## src/rtl/irqcas_pkg.sv

```systemverilog
package irqcas_pkg;
  parameter int CRIT_N = 4;
  parameter int MAIN_N = 17;
  parameter int PERI_N = 32;
  parameter int DMA_N  = 32;
  parameter int WORD_W = 32;

  localparam int CRIT_W = $clog2(CRIT_N);
  localparam int IDX_W  = 5;

  // status word layout (fixed; software decodes these positions)
  localparam int CRIT_FLAG = 10;
  localparam int CRIT_LSB  = 8;
  localparam int MAIN_FLAG = 21;
  localparam int MAIN_LSB  = 16;
  localparam int PERI_FLAG = 29;
  localparam int PERI_LSB  = 24;

  localparam logic [WORD_W-1:0] MAIN_MASK_RST = 32'h0001_0FFF;
  localparam logic [WORD_W-1:0] PERI_MASK_RST = 32'h7FFF_FC00;
  localparam logic [WORD_W-1:0] DMA_MASK_RST  = 32'hFFFF_FFFF;

  localparam int CRIT_TO_PERI = 2;
  localparam int MAIN_TO_PERI = 4;

  typedef enum logic [1:0] {
    GRP_CRIT = 2'd0, GRP_MAIN = 2'd1, GRP_PERI = 2'd2, GRP_DMA = 2'd3
  } svc_grp_e;

  typedef enum logic [1:0] {
    SEL_MAIN_MASK = 2'd0, SEL_PERI_MASK = 2'd1, SEL_DMA_MASK = 2'd2, SEL_PEND_CLR = 2'd3
  } cfg_sel_e;

  typedef struct packed {
    logic wrMain;
    logic wrPeri;
    logic wrDma;
    logic clrPend;
  } cfg_strobe_t;

  function automatic logic [IDX_W-1:0] lowestIdx(input logic [WORD_W-1:0] v);
    logic [IDX_W-1:0] r;
    r = '0;
    for (int i = WORD_W - 1; i >= 0; i--) begin
      if (v[i]) r = IDX_W'(i);
    end
    return r;
  endfunction
endpackage

```

## src/rtl/irqcas_ctrl.sv

```systemverilog
module irqcas_ctrl
  import irqcas_pkg::*;
(
  input  logic        cfgWe,
  input  logic [1:0]  cfgSel,
  output cfg_strobe_t strb
);
  always_comb begin
    strb = '0;
    if (cfgWe) begin
      unique case (cfg_sel_e'(cfgSel))
        SEL_MAIN_MASK: strb.wrMain  = 1'b1;
        SEL_PERI_MASK: strb.wrPeri  = 1'b1;
        SEL_DMA_MASK:  strb.wrDma   = 1'b1;
        SEL_PEND_CLR:  strb.clrPend = 1'b1;
        default:       strb = '0;
      endcase
    end
  end
endmodule

```

## src/rtl/irqcas_datapath.sv

```systemverilog
module irqcas_datapath
  import irqcas_pkg::*;
(
  input  logic              clk,
  input  logic              rstN,
  input  cfg_strobe_t       strb,
  input  logic [WORD_W-1:0] cfgData,
  input  logic [CRIT_N-1:0] critIn,
  input  logic [MAIN_N-1:0] mainIn,
  input  logic [PERI_N-1:1] periIn,
  input  logic [DMA_N-1:0]  dmaEvt,
  output logic [WORD_W-1:0] statusQ,
  output logic              irqQ,
  output logic [IDX_W-1:0]  dmaIdxQ,
  output logic [1:0]        svcGroup,
  output logic [IDX_W-1:0]  svcIdx
);
  logic [MAIN_N-1:0] mainMask;
  logic [PERI_N-1:0] periMask;
  logic [DMA_N-1:0]  dmaMask;
  logic [DMA_N-1:0]  dmaPend;

  logic [MAIN_N-1:0] mainLive;
  logic [PERI_N-1:0] periLive;
  logic [DMA_N-1:0]  dmaLive;

  // mask registers and sticky DMA pending
  always_ff @(posedge clk) begin
    if (!rstN) begin
      mainMask <= MAIN_MASK_RST[MAIN_N-1:0];
      periMask <= PERI_MASK_RST[PERI_N-1:0];
      dmaMask  <= DMA_MASK_RST[DMA_N-1:0];
      dmaPend  <= '0;
    end else begin
      if (strb.wrMain) mainMask <= cfgData[MAIN_N-1:0];
      if (strb.wrPeri) periMask <= cfgData[PERI_N-1:0];
      if (strb.wrDma)  dmaMask  <= cfgData[DMA_N-1:0];
      dmaPend <= (dmaPend & ~(strb.clrPend ? cfgData[DMA_N-1:0] : '0)) | dmaEvt;
    end
  end

  // masks are stored with the source order reversed for main and peripheral
  for (genvar l = 0; l < MAIN_N; l++) begin : g_mainLive
    assign mainLive[l] = mainIn[l] & ~mainMask[MAIN_N-1-l];
  end

  assign dmaLive = dmaPend & ~dmaMask;

  for (genvar l = 0; l < PERI_N; l++) begin : g_periLive
    if (l == 0) begin : g_cascade
      assign periLive[l] = (|dmaLive) & ~periMask[PERI_N-1];
    end else begin : g_pin
      assign periLive[l] = periIn[l] & ~periMask[PERI_N-1-l];
    end
  end

  logic [IDX_W-1:0]  critWin, mainWin, periWin;
  logic [WORD_W-1:0] statusNext;

  always_comb begin
    critWin = lowestIdx(WORD_W'(critIn));
    mainWin = lowestIdx(WORD_W'(mainLive));
    periWin = lowestIdx(WORD_W'(periLive));
    statusNext = '0;
    if (|critIn) begin
      statusNext[CRIT_FLAG] = 1'b1;
      statusNext[CRIT_LSB +: CRIT_W] = critWin[CRIT_W-1:0];
    end
    if (|mainLive) begin
      statusNext[MAIN_FLAG] = 1'b1;
      statusNext[MAIN_LSB +: IDX_W] = mainWin;
    end
    if (|periLive) begin
      statusNext[PERI_FLAG] = 1'b1;
      statusNext[PERI_LSB +: IDX_W] = periWin;
    end
  end

  always_ff @(posedge clk) begin
    if (!rstN) begin
      statusQ <= '0;
      irqQ    <= 1'b0;
      dmaIdxQ <= '0;
    end else begin
      statusQ <= statusNext;
      irqQ    <= (|critIn) | (|mainLive) | (|periLive);
      dmaIdxQ <= lowestIdx(WORD_W'(dmaPend));
    end
  end

  // serviced-source decode with redirection
  logic [CRIT_W-1:0] critField;
  logic [IDX_W-1:0]  mainField, periField;
  logic              toPeri;

  always_comb begin
    critField = statusQ[CRIT_LSB +: CRIT_W];
    mainField = statusQ[MAIN_LSB +: IDX_W];
    periField = statusQ[PERI_LSB +: IDX_W];
    toPeri    = 1'b0;
    svcGroup  = GRP_CRIT;
    svcIdx    = '0;
    if (statusQ[CRIT_FLAG]) begin
      if (critField == CRIT_W'(CRIT_TO_PERI)) toPeri = 1'b1;
      else begin
        svcGroup = GRP_CRIT;
        svcIdx   = IDX_W'(critField);
      end
    end else if (statusQ[MAIN_FLAG]) begin
      if (mainField == IDX_W'(MAIN_TO_PERI)) toPeri = 1'b1;
      else begin
        svcGroup = GRP_MAIN;
        svcIdx   = mainField;
      end
    end else if (statusQ[PERI_FLAG]) begin
      toPeri = 1'b1;
    end
    if (toPeri) begin
      if (periField == '0) begin
        svcGroup = GRP_DMA;
        svcIdx   = dmaIdxQ;
      end else begin
        svcGroup = GRP_PERI;
        svcIdx   = periField;
      end
    end
  end
endmodule

```

## src/rtl/irqcas_top.sv

```systemverilog
module irqcas_top
  import irqcas_pkg::*;
(
  input  logic              clk,
  input  logic              rstN,
  input  logic [CRIT_N-1:0] critIn,
  input  logic [MAIN_N-1:0] mainIn,
  input  logic [PERI_N-1:1] periIn,
  input  logic [DMA_N-1:0]  dmaEvt,
  input  logic              cfgWe,
  input  logic [1:0]        cfgSel,
  input  logic [WORD_W-1:0] cfgData,
  output logic [WORD_W-1:0] statusWord,
  output logic              irqOut,
  output logic [IDX_W-1:0]  dmaIdx,
  output logic [1:0]        svcGroup,
  output logic [IDX_W-1:0]  svcIdx
);
  cfg_strobe_t strb;

  irqcas_ctrl u_ctrl (
    .cfgWe (cfgWe),
    .cfgSel(cfgSel),
    .strb  (strb)
  );

  irqcas_datapath u_dp (
    .clk     (clk),
    .rstN    (rstN),
    .strb    (strb),
    .cfgData (cfgData),
    .critIn  (critIn),
    .mainIn  (mainIn),
    .periIn  (periIn),
    .dmaEvt  (dmaEvt),
    .statusQ (statusWord),
    .irqQ    (irqOut),
    .dmaIdxQ (dmaIdx),
    .svcGroup(svcGroup),
    .svcIdx  (svcIdx)
  );
endmodule

```

## config.mk

```make
export PLATFORM = sky130hd
export DESIGN_NAME = irqcas_top
export DESIGN_NICKNAME = d
export VERILOG_FILES = /design/src/rtl/irqcas_pkg.sv /design/src/rtl/irqcas_ctrl.sv /design/src/rtl/irqcas_datapath.sv /design/src/rtl/irqcas_top.sv
export SDC_FILE = /design/constraint.sdc
export NUM_CORES = 1
export LEC_CHECK = 0
export BUFFER_PORTS_ARGS = -buffer_cell sky130_fd_sc_hd__buf_2
export CORE_MARGIN = 2
export CORE_UTILIZATION = 40
export DETAILED_ROUTE_END_ITERATION = 16
export PLACE_DENSITY = 0.62
export SKIP_CTS_REPAIR_TIMING = 1
export SLEW_MARGIN = 20
export SYNTH_ARGS = -nofsm -noshare
export SYNTH_HDL_FRONTEND = slang
export SYNTH_SLANG_ARGS = --single-unit
```

## constraint.sdc

```tcl
create_clock -name clk -period 3.55 [get_ports clk]
set_clock_uncertainty 0.05 [all_clocks]
set_input_delay 0.1775 -clock clk [delete_from_list [all_inputs] [get_ports clk]]
set_output_delay 0.1775 -clock clk [all_outputs]
set_load 0.03 [all_outputs]
```

### Yosys cells after proc, flatten, opt, wreduce, memory -nomap -nowiden

Index checks and enable logic that the tools add are counted.
Widths: inputs -> output; s select.

* multiplexer cells: 109
* eq/ne operators: 5
* reductions and logical operators: 23
* bitwise logic cells: 109

Operators by type and width (count)
* $mux 5: 70
* $and 32x32->32: 2
* $not 32->32: 2
* $reduce_or 32->1: 2
* $not 1->1: 53
* $and 1x1->1: 49
* $mux 4: 9
* $reduce_or 18->1: 2
* $reduce_or 17->1: 2
* $mux 32: 1
* $or 32x32->32: 1
* $mux 2: 10
* $reduce_or 10->1: 2
* $reduce_or 4->1: 4
* $mux 3: 5
* $mux 1: 12
* $mux 6: 2
* $reduce_or 3->1: 4
* $reduce_or 6->1: 2
* $reduce_or 9->1: 1
* $eq 2x2->1 const B: 3
* $eq 5x3->1 const B: 1
* $logic_not 5->1: 1
* $reduce_or 5->1: 1
* 4 further kinds: 5

* logic and storage cells: 270
* flip-flop bits (word level): 151
* output and inout bits: 45

### Logic depth before layout (Yosys ltp)

Gate-level depths: netlist of run 1.

* depth in word-level cells: 35
* mapped depth: 6
* mapped depth without buffers: 5

### Cells and area by module

From an unflattened synthesis of run 1, not the netlist that was laid out.

* cells, all modules: 744
* area, all modules: 6338.6 um^2

By module, submodules not included
* irqcas_datapath: area each 6301.0 um^2, sequential area each 2682.6 um^2, instances 1, cells each 740
* irqcas_ctrl: area each 37.5 um^2, sequential area each 0.0 um^2, instances 1, cells each 4

### Worst setup path after synthesis of run 1

OpenSTA, ideal clock, no wires.

* path kind: register to output
* start: reg u_dp.statusQ[18]
* end: out svcIdx[0]
* setup slack: 1.429 ns
* arrival: 1.893 ns
* data required time: 3.322 ns
* buffers on the path: 1
* cell stages (with the launch flop): 7
* cell sequence: dfxtp_1 nor3b_1 a31oi_1 o21ai_1 and3_1 clkbuf_1 a221o_1

* longest elaborated chain between the ends: 5
* elaborated cells on any way between the ends: 8
* classes of those cells: eq/ne (1); mux (7)

Ends and longest elaborated chain
* start: declaration: RTL line irqcas_datapath.sv:12 `output logic [WORD_W-1:0] statusQ,`
* start signal: assignment: RTL line irqcas_datapath.sv:85 `statusQ <= statusNext;`
* $eq 5x3->1: RTL line irqcas_datapath.sv:110 `if (mainField == IDX_W'(MAIN_TO_PERI)) toPeri = 1'b1;`
* $mux 1: RTL line irqcas_datapath.sv:110
* $mux 1: RTL line irqcas_datapath.sv:109 `end else if (statusQ[MAIN_FLAG]) begin`
* $mux 1: RTL line irqcas_datapath.sv:103 `if (statusQ[CRIT_FLAG]) begin`
* via u_dp.toPeri: RTL line irqcas_datapath.sv:94 `logic toPeri;`
* $mux 5: RTL line irqcas_datapath.sv:118 `if (toPeri) begin`
* end: declaration: RTL line irqcas_top.sv:17 `output logic [IDX_W-1:0] svcIdx`

The timed path passes the listed nets, and every way through them passes these cells.

### Worst setup path after layout of run 1

* start: reg u_dp.statusQ[18]
* end: out svcIdx[0]

* longest elaborated chain between the ends: 5
* elaborated cells on any way between the ends: 8
* classes of those cells: eq/ne (1); mux (7)

Ends and longest elaborated chain (RTL line)
* $eq 5x3->1 *: irqcas_datapath.sv:110
* $mux 5 / $mux 1 (equally long branches): irqcas_datapath.sv:110
* $mux 5 / $mux 1 (equally long branches): irqcas_datapath.sv:109
* $mux 5 / $mux 1 (equally long branches): irqcas_datapath.sv:103
* $mux 5 *: irqcas_datapath.sv:118

Mark *: on every way between the ends. The rest lies on a longest branch, timed or not.

==> results of run 1 <==
[state kept, by name, indices dropped and copies added, names as in the netlist]
register and flops:
u_dp.irqQ 1, u_dp.dmaPend 32, u_dp.dmaMask 32, u_dp.dmaIdxQ 5, u_dp.statusQ 15, u_dp.mainMask 17
u_dp.periMask 32
[final timing paths]
check / start / end / slack, ns / cells after the start
worst max-delay path: u_dp.statusQ[18]$_SDFF_PP0_ / svcIdx[0] / 1.10 / 6
worst min register to register: u_dp.dmaPend[3]$_SDFF_PN0_ / u_dp.dmaIdxQ[2]$_SDFF_PP0_ / 0.39 / 1
worst min-delay path: cfgData[25] / u_dp.periMask[25]$_SDFFE_PN1P_ / -0.02 / 3
worst max register to register: u_dp.dmaPend[15]$_SDFF_PN0_ / u_dp.irqQ$_SDFF_PN0_ / 1.54 / 5
[cell usage after synthesis (2+ instances only)]
library cell / count / area [sq um]
nand4b_1: 2 / 17.5
a21o_1: 4 / 30.0
or4_4: 2 / 22.5
or4_1: 2 / 15.0
o221ai_1: 4 / 35.0
nand3_1: 70 / 350
a221o_1: 4 / 40.0
o211ai_1: 5 / 37.5
dfxtp_1: 134 / 2680
nand2_1: 177 / 664
o21a_1: 34 / 255
buf_4: 18 / 135
o2111ai_1: 4 / 35.0
nor4b_1: 2 / 17.5
o31ai_1: 2 / 15.0
o311ai_0: 3 / 26.3
a21oi_1: 48 / 240
nor3b_1: 2 / 15.0
a22o_1: 3 / 26.3
clkbuf_1: 35 / 131
nand3b_1: 2 / 15.0
nand2b_1: 26 / 163
nor2b_1: 39 / 244
and2_1: 2 / 12.5
and3_1: 3 / 18.8
o21ai_0: 8 / 40.0
a31oi_1: 3 / 18.8
o21ai_1: 2 / 10.0
a311oi_1: 2 / 17.5
nor3_1: 7 / 35.0
or2_2: 3 / 18.8
nor4_1: 16 / 100
nand4_1: 3 / 18.8
o22ai_1: 16 / 100
inv_1: 40 / 150
a2111oi_0: 3 / 26.3
a211oi_1: 9 / 67.6
nor2_1: 23 / 86.3
a21boi_0: 15 / 113
[routing by layer]
metal / global-route usage [%] / share of wire (%) / vias up
met2: 38.4 / 47 / 260
met4: 7.42 / 1.6 / 0
met1: 32.4 / 45 / 2882
li1: - / - / 3089
met5: 0 / 0 / -
met3: 4.71 / 6.9 / 31
[logic make-up (layout without fill, tap and decap cells)]
kind of cell / count (synthesis) / after routing / synth area share (%)
and+or+nand+nor: 393 / 393 / 31.0
AOI/OAI and AO/OA: 177 / 177 / 19.6
other: 1 / 17 / 0.0596
DFF: 134 / 134 / 42.7
buffers and inverters: 93 / 265 / 6.63
[metrics by stage]
stage          utilization, %  worst slack (ns)  cells  area (sq um)
3_3_place_gp             46.7              1.52   1125          7130
6_report                 53.2              1.10   1197          8110
5_1_grt                  53.2             0.950   1197          8110
2_1_floorplan               -              1.43    814          6350
3_5_place_dp             46.7              1.53   1125          7130
4_1_cts                  50.6              1.08   1157          7710
[cells in the final DEF, fill, tap and decap left out, types with 6 or more instances in the layout]
cell type        n
nor2b_1         39
o21ai_0          8
inv_1           40
dfxtp_1        134
o22ai_1         16
clkbuf_16       17
dlygate4sd3_1   40
buf_2          147
buf_4            6
nor4_1          16
nand2_1        177
nor3_1           7
a21oi_1         48
a21boi_0        15
conb_1          17
nand3_1         70
o21a_1          34
nand2b_1        26
a211oi_1         9
nor2_1          21
[layout make-up]
class,count,area (sq um)
clock inverter,15,158
fill,1503,7140
sequential,134,2680
clock buffer,17,425
timing repair buffer,193,1180
tap,211,264
inverter,40,150
multi-input combinational,587,3250
[power by group through the flow]
stage | Clock, mW | Sequential [mW] | Combinational, mW
after detailed placement | 0 | 1.69 | 0.578
after global routing | 1.81 | 1.67 | 0.675
after floorplan | 0 | 1.70 | 0.359
final | 1.73 | 1.66 | 0.618
after CTS | 1.75 | 1.66 | 0.581
after global placement | 0 | 1.69 | 0.577
[worst max-delay path, stage by stage (launching register included)]
cell and delay (ns):
dfxtp_1 0.36, nor3b_1 0.26, a31oi_1 0.11, o21ai_1 0.38
and3_1 0.34, a221o_1 0.17, buf_2 0.19
==> summary.md, run 1 <==
| Metric | Value |
|---|---|
| First-pass GRT wire length | `30.5 mm` |
| Worst Hold Class | `in2reg` |
| RSZ-0062 raised after global routing | `no` |
| DP HPWL | `14.9 mm` |
| Die area | `16700 sq um` |
| Row Count | `45` |
| Ys async rst share | `0%` |
| Crit end category | `output port` |
| Final Hold Vio Count | `4` |
| Endpoints failing setup | `0` |
| Seq pwr share | `41.4%` |
| P&R area growth vs syn | `29.1%` |
| Syn avg cell area | `7.88 sq um` |
| Drt wl/cell | `17.0 microns` |
| Power share of the clock group | `43.2%` |
| Required time of the critical path | `3.32 ns` |
| Initial antenna violation count | `0` |
| DRC viols | `0` |
| Grt ovf | `0` |
| VDD IR max | `338 uV` |
| Final WL | `20.3 mm` |
| Total negative slack | `0 ns` |
| Switching power | `1.13 mW` |
| Vias per cell | `5.23` |
| Crit-path max FO | `7` |
| Mapped Cells | `798` |
| Mapped cell area | `6290 sq um` |
| Clock-pin slew on the worst setup and hold paths | `0.06 ns` |
| Antenna diodes | `0` |
| Post-synth EDFFs | `0` |
| Worst rel slew slack | `42.0%` |
| Total Routing Usage GR | `23.8%` |
| Status | `finished with violations` |
| First-iteration detailed-routing DRC count | `566` |
| Sw Ratio | `28.2%` |
| Peak Freq | `408 MHz` |
| Routed vias | `6262` |
| Num ports | `166` |
| Total clock buffers created by CTS | `17` |
| CTS tree | `yes` |
| Max_cap viols | `0` |
| Core area | `15300 sq um` |
| Vias in the first global route | `5665` |
| Initial DRT Pass Iterations | `5` |
| Share of layout cells above drive strength 1 | `20.4%` |
| Comb pwr share | `15.4%` |
| IO buf count | `148` |
| Seq/Total Area, Yosys | `42.7%` |
| Period utilization | `69.1%` |
| Fin crit period | `2.45 ns` |
| Yosys warnings | `0` |
| Critical Path AT | `2.23 ns` |
| Register bit count reported by yosys | `134` |
| Top_reg_cell synth | `dfxtp_1` |
| Final hold slack | `-0.0155 ns` |
| H-tree levels | `4` |
| Critical setup path kind | `reg2out` |
| Post-route ant nets | `0` |
| Initial Utilization | `41.2%` |
| Pwr dens | `494 nW/um^2` |
| Largest net degree at the start of global routing | `85` |
| Max clock buf depth | `2` |
| Worst slew pin tran | `0.868 ns` |
| Post-synth cell types | `60` |
| Cell at the root of the clock tree | `clkbuf_16` |
| Cell-internal power | `2.88 mW` |
| Leak | `3.66 nW` |
| TritonCTS Sinks | `134` |
| Final Max Slew Viols | `0` |
| Crit start category | `flop` |
| Die extent in x | `129 microns` |
| Design Power | `4.01 mW` |
| Failing checks | `hold timing` |
| Die height | `129 microns` |
| GP Congestion | `0.919` |
| Fin nets | `1094` |
| Worst-skew pair later-pin latency | `0.42 ns` |
Note: power is estimated with default switching activity, not from simulation.
==> run 2, diff against run 1 <==
==> constraint.sdc (replaced) <==
create_clock -name clk -period 2.34 [get_ports clk]
set_clock_uncertainty 0.05 [all_clocks]
set_input_delay 0.117 -clock clk [delete_from_list [all_inputs] [get_ports clk]]
set_output_delay 0.117 -clock clk [all_outputs]
set_load 0.03 [all_outputs]
==> summary.md, run 2 (synthesized netlist as in run 1, its figures left out) <==
| Metric | Value |
|---|---|
| Status | `complete, no violations` |
| Crit end category | `output port` |
| Die height | `129 microns` |
| Period utilization | `93.5%` |
| Crit start category | `flop` |
| Initial antenna violation count | `1` |
| Grt ovf | `0` |
| Pwr dens | `725 nW/um^2` |
| Post-route ant nets | `0` |
| Max clock buf depth | `2` |
| Worst slew pin tran | `0.833 ns` |
| Largest net degree at the start of global routing | `86` |
| Max stage delay cell, worst path | `dfxtp_1` |
| Worst-skew pair later-pin latency | `0.42 ns` |
| DRC viols | `0` |
| Commonest non-fill, non-tap cells in the layout | `nand2_1, buf_2, dfxtp_1, nand3_1, dlygate4sd3_1` |
| Die area | `16700 sq um` |
| Post-place setup slack | `0.332 ns` |
| Initial Utilization | `41.2%` |
| Initial DRT Pass Iterations | `5` |
| Peak Freq | `457 MHz` |
| H-tree levels | `4` |
| Design Power | `6.08 mW` |
| Final Max Slew Viols | `0` |
| Top Registers | `u_dp.dmaMask: 32 flops, u_dp.dmaPend: 32 flops, u_dp.periMask: 32 flops` |
| Dpl cells | `1129` |
| DP HPWL | `14.9 mm` |
| RSZ-0062 raised after global routing | `no` |
| Flop2flop setup slack | `0.30 ns` |
| Vias per cell | `5.19` |
| First-pass GRT wire length | `30.0 mm` |
| Core area | `15300 sq um` |
| Most common cell after layout, fill and taps aside | `nand2_1` |
| First-iteration detailed-routing DRC count | `528` |
| Final Hold Vio Count | `0` |
| Critical Path AT | `2.02 ns` |
| Vias in the first global route | `5603` |
| Final WS setup | `0.153 ns` |
| Slowest stage delay, CP | `0.36 ns` |
| Routed vias | `6365` |
| Crit-path max FO | `6` |
| Worst Hold Class | `in2reg` |
| Cell Chain, Critical Path | `nor3b_1, a31oi_1, o21ai_1, and3_1, a221o_1, buf_2` |
| Final Util | `55.0%` |
| Share of layout cells above drive strength 1 | `20.2%` |
| Max_cap viols | `0` |
| Drt wl/cell | `16.7 microns` |
| Total negative slack | `0 ns` |
| Finished Layout Cells | `1226` |
| Critical setup path kind | `reg2out` |
| Total clock buffers created by CTS | `17` |
| Leak | `3.78 nW` |
| GP Congestion | `0.877` |
| TritonCTS Sinks | `134` |
| VDD IR max | `472 uV` |
| Fin crit period | `2.19 ns` |
| Die extent in x | `129 microns` |
| Required time of the critical path | `2.17 ns` |
| Clock-pin slew on the worst setup and hold paths | `0.05 ns` |
| Fin nets | `1123` |
| Buf+Inv Stages, Crit Path | `1` |
| Antenna diodes | `0` |
| Cell at the root of the clock tree | `clkbuf_16` |
| Endpoints failing setup | `0` |
| CTS tree | `yes` |
| Total Routing Usage GR | `23.6%` |
| Row Count | `45` |
| Num ports | `166` |
| Crit path max-delay family | `simple AND/OR/NAND/NOR gates` |
| IO buf count | `148` |
| Final WL | `20.5 mm` |
| Worst rel slew slack | `44.5%` |
| P&R area growth vs syn | `33.4%` |
-- run 2: power breakdown --
part | switching [mW] | internal (mW)
registers | 0.0985 | 2.42
logic | 0.565 | 0.408
clock network | 1.01 | 1.58
total | 1.68 | 4.40
-- run 2: area by class of cell --
class                      instances  area (sq um)
multi-input combinational        587          3250
tap                              211           264
timing repair buffer             222          1460
fill                            1497          6870
inverter                          40           150
clock buffer                      18           439
sequential                       134          2680
clock inverter                    14           135
-- run 2: worst reg2reg max path, delay by kind of cell (launching register included) --
family	cells	cell delay, ns
flops	1	0.35
compound gates	3	1.07
buf+inv	1	0.12
simple gates	1	0.34
-- run 2: worst paths after layout --
kind,startpoint,to,cells after the start
setup / recovery,u_dp.statusQ[18]$_SDFF_PP0_,svcIdx[2],6
hold / removal,critIn[0],u_dp.statusQ[10]$_SDFF_PN0_,4
setup reg to reg,u_dp.dmaPend[5]$_SDFF_PN0_,u_dp.irqQ$_SDFF_PN0_,5
hold reg to reg,u_dp.dmaPend[2]$_SDFF_PN0_,u_dp.dmaIdxQ[2]$_SDFF_PP0_,1
-- run 2: metrics by stage --
stage | hold WS (ns) | instance area, sq um
floorplan | 0.146 | 6350
global placement | 0.277 | 7160
detailed placement | 0.279 | 7160
CTS | -0.159 | 7730
global route | 0.000791 | 8390
finish | 0.000340 | 8390
-- run 2: metal layers --
layer  GRT usage, %  up-vias  wire, microns
met5              0        -              0
met4           6.46        0            292
met3           5.37       28           1340
met2           37.2      241           9630
met1           32.7     2949           9200
li1               -     3147              -
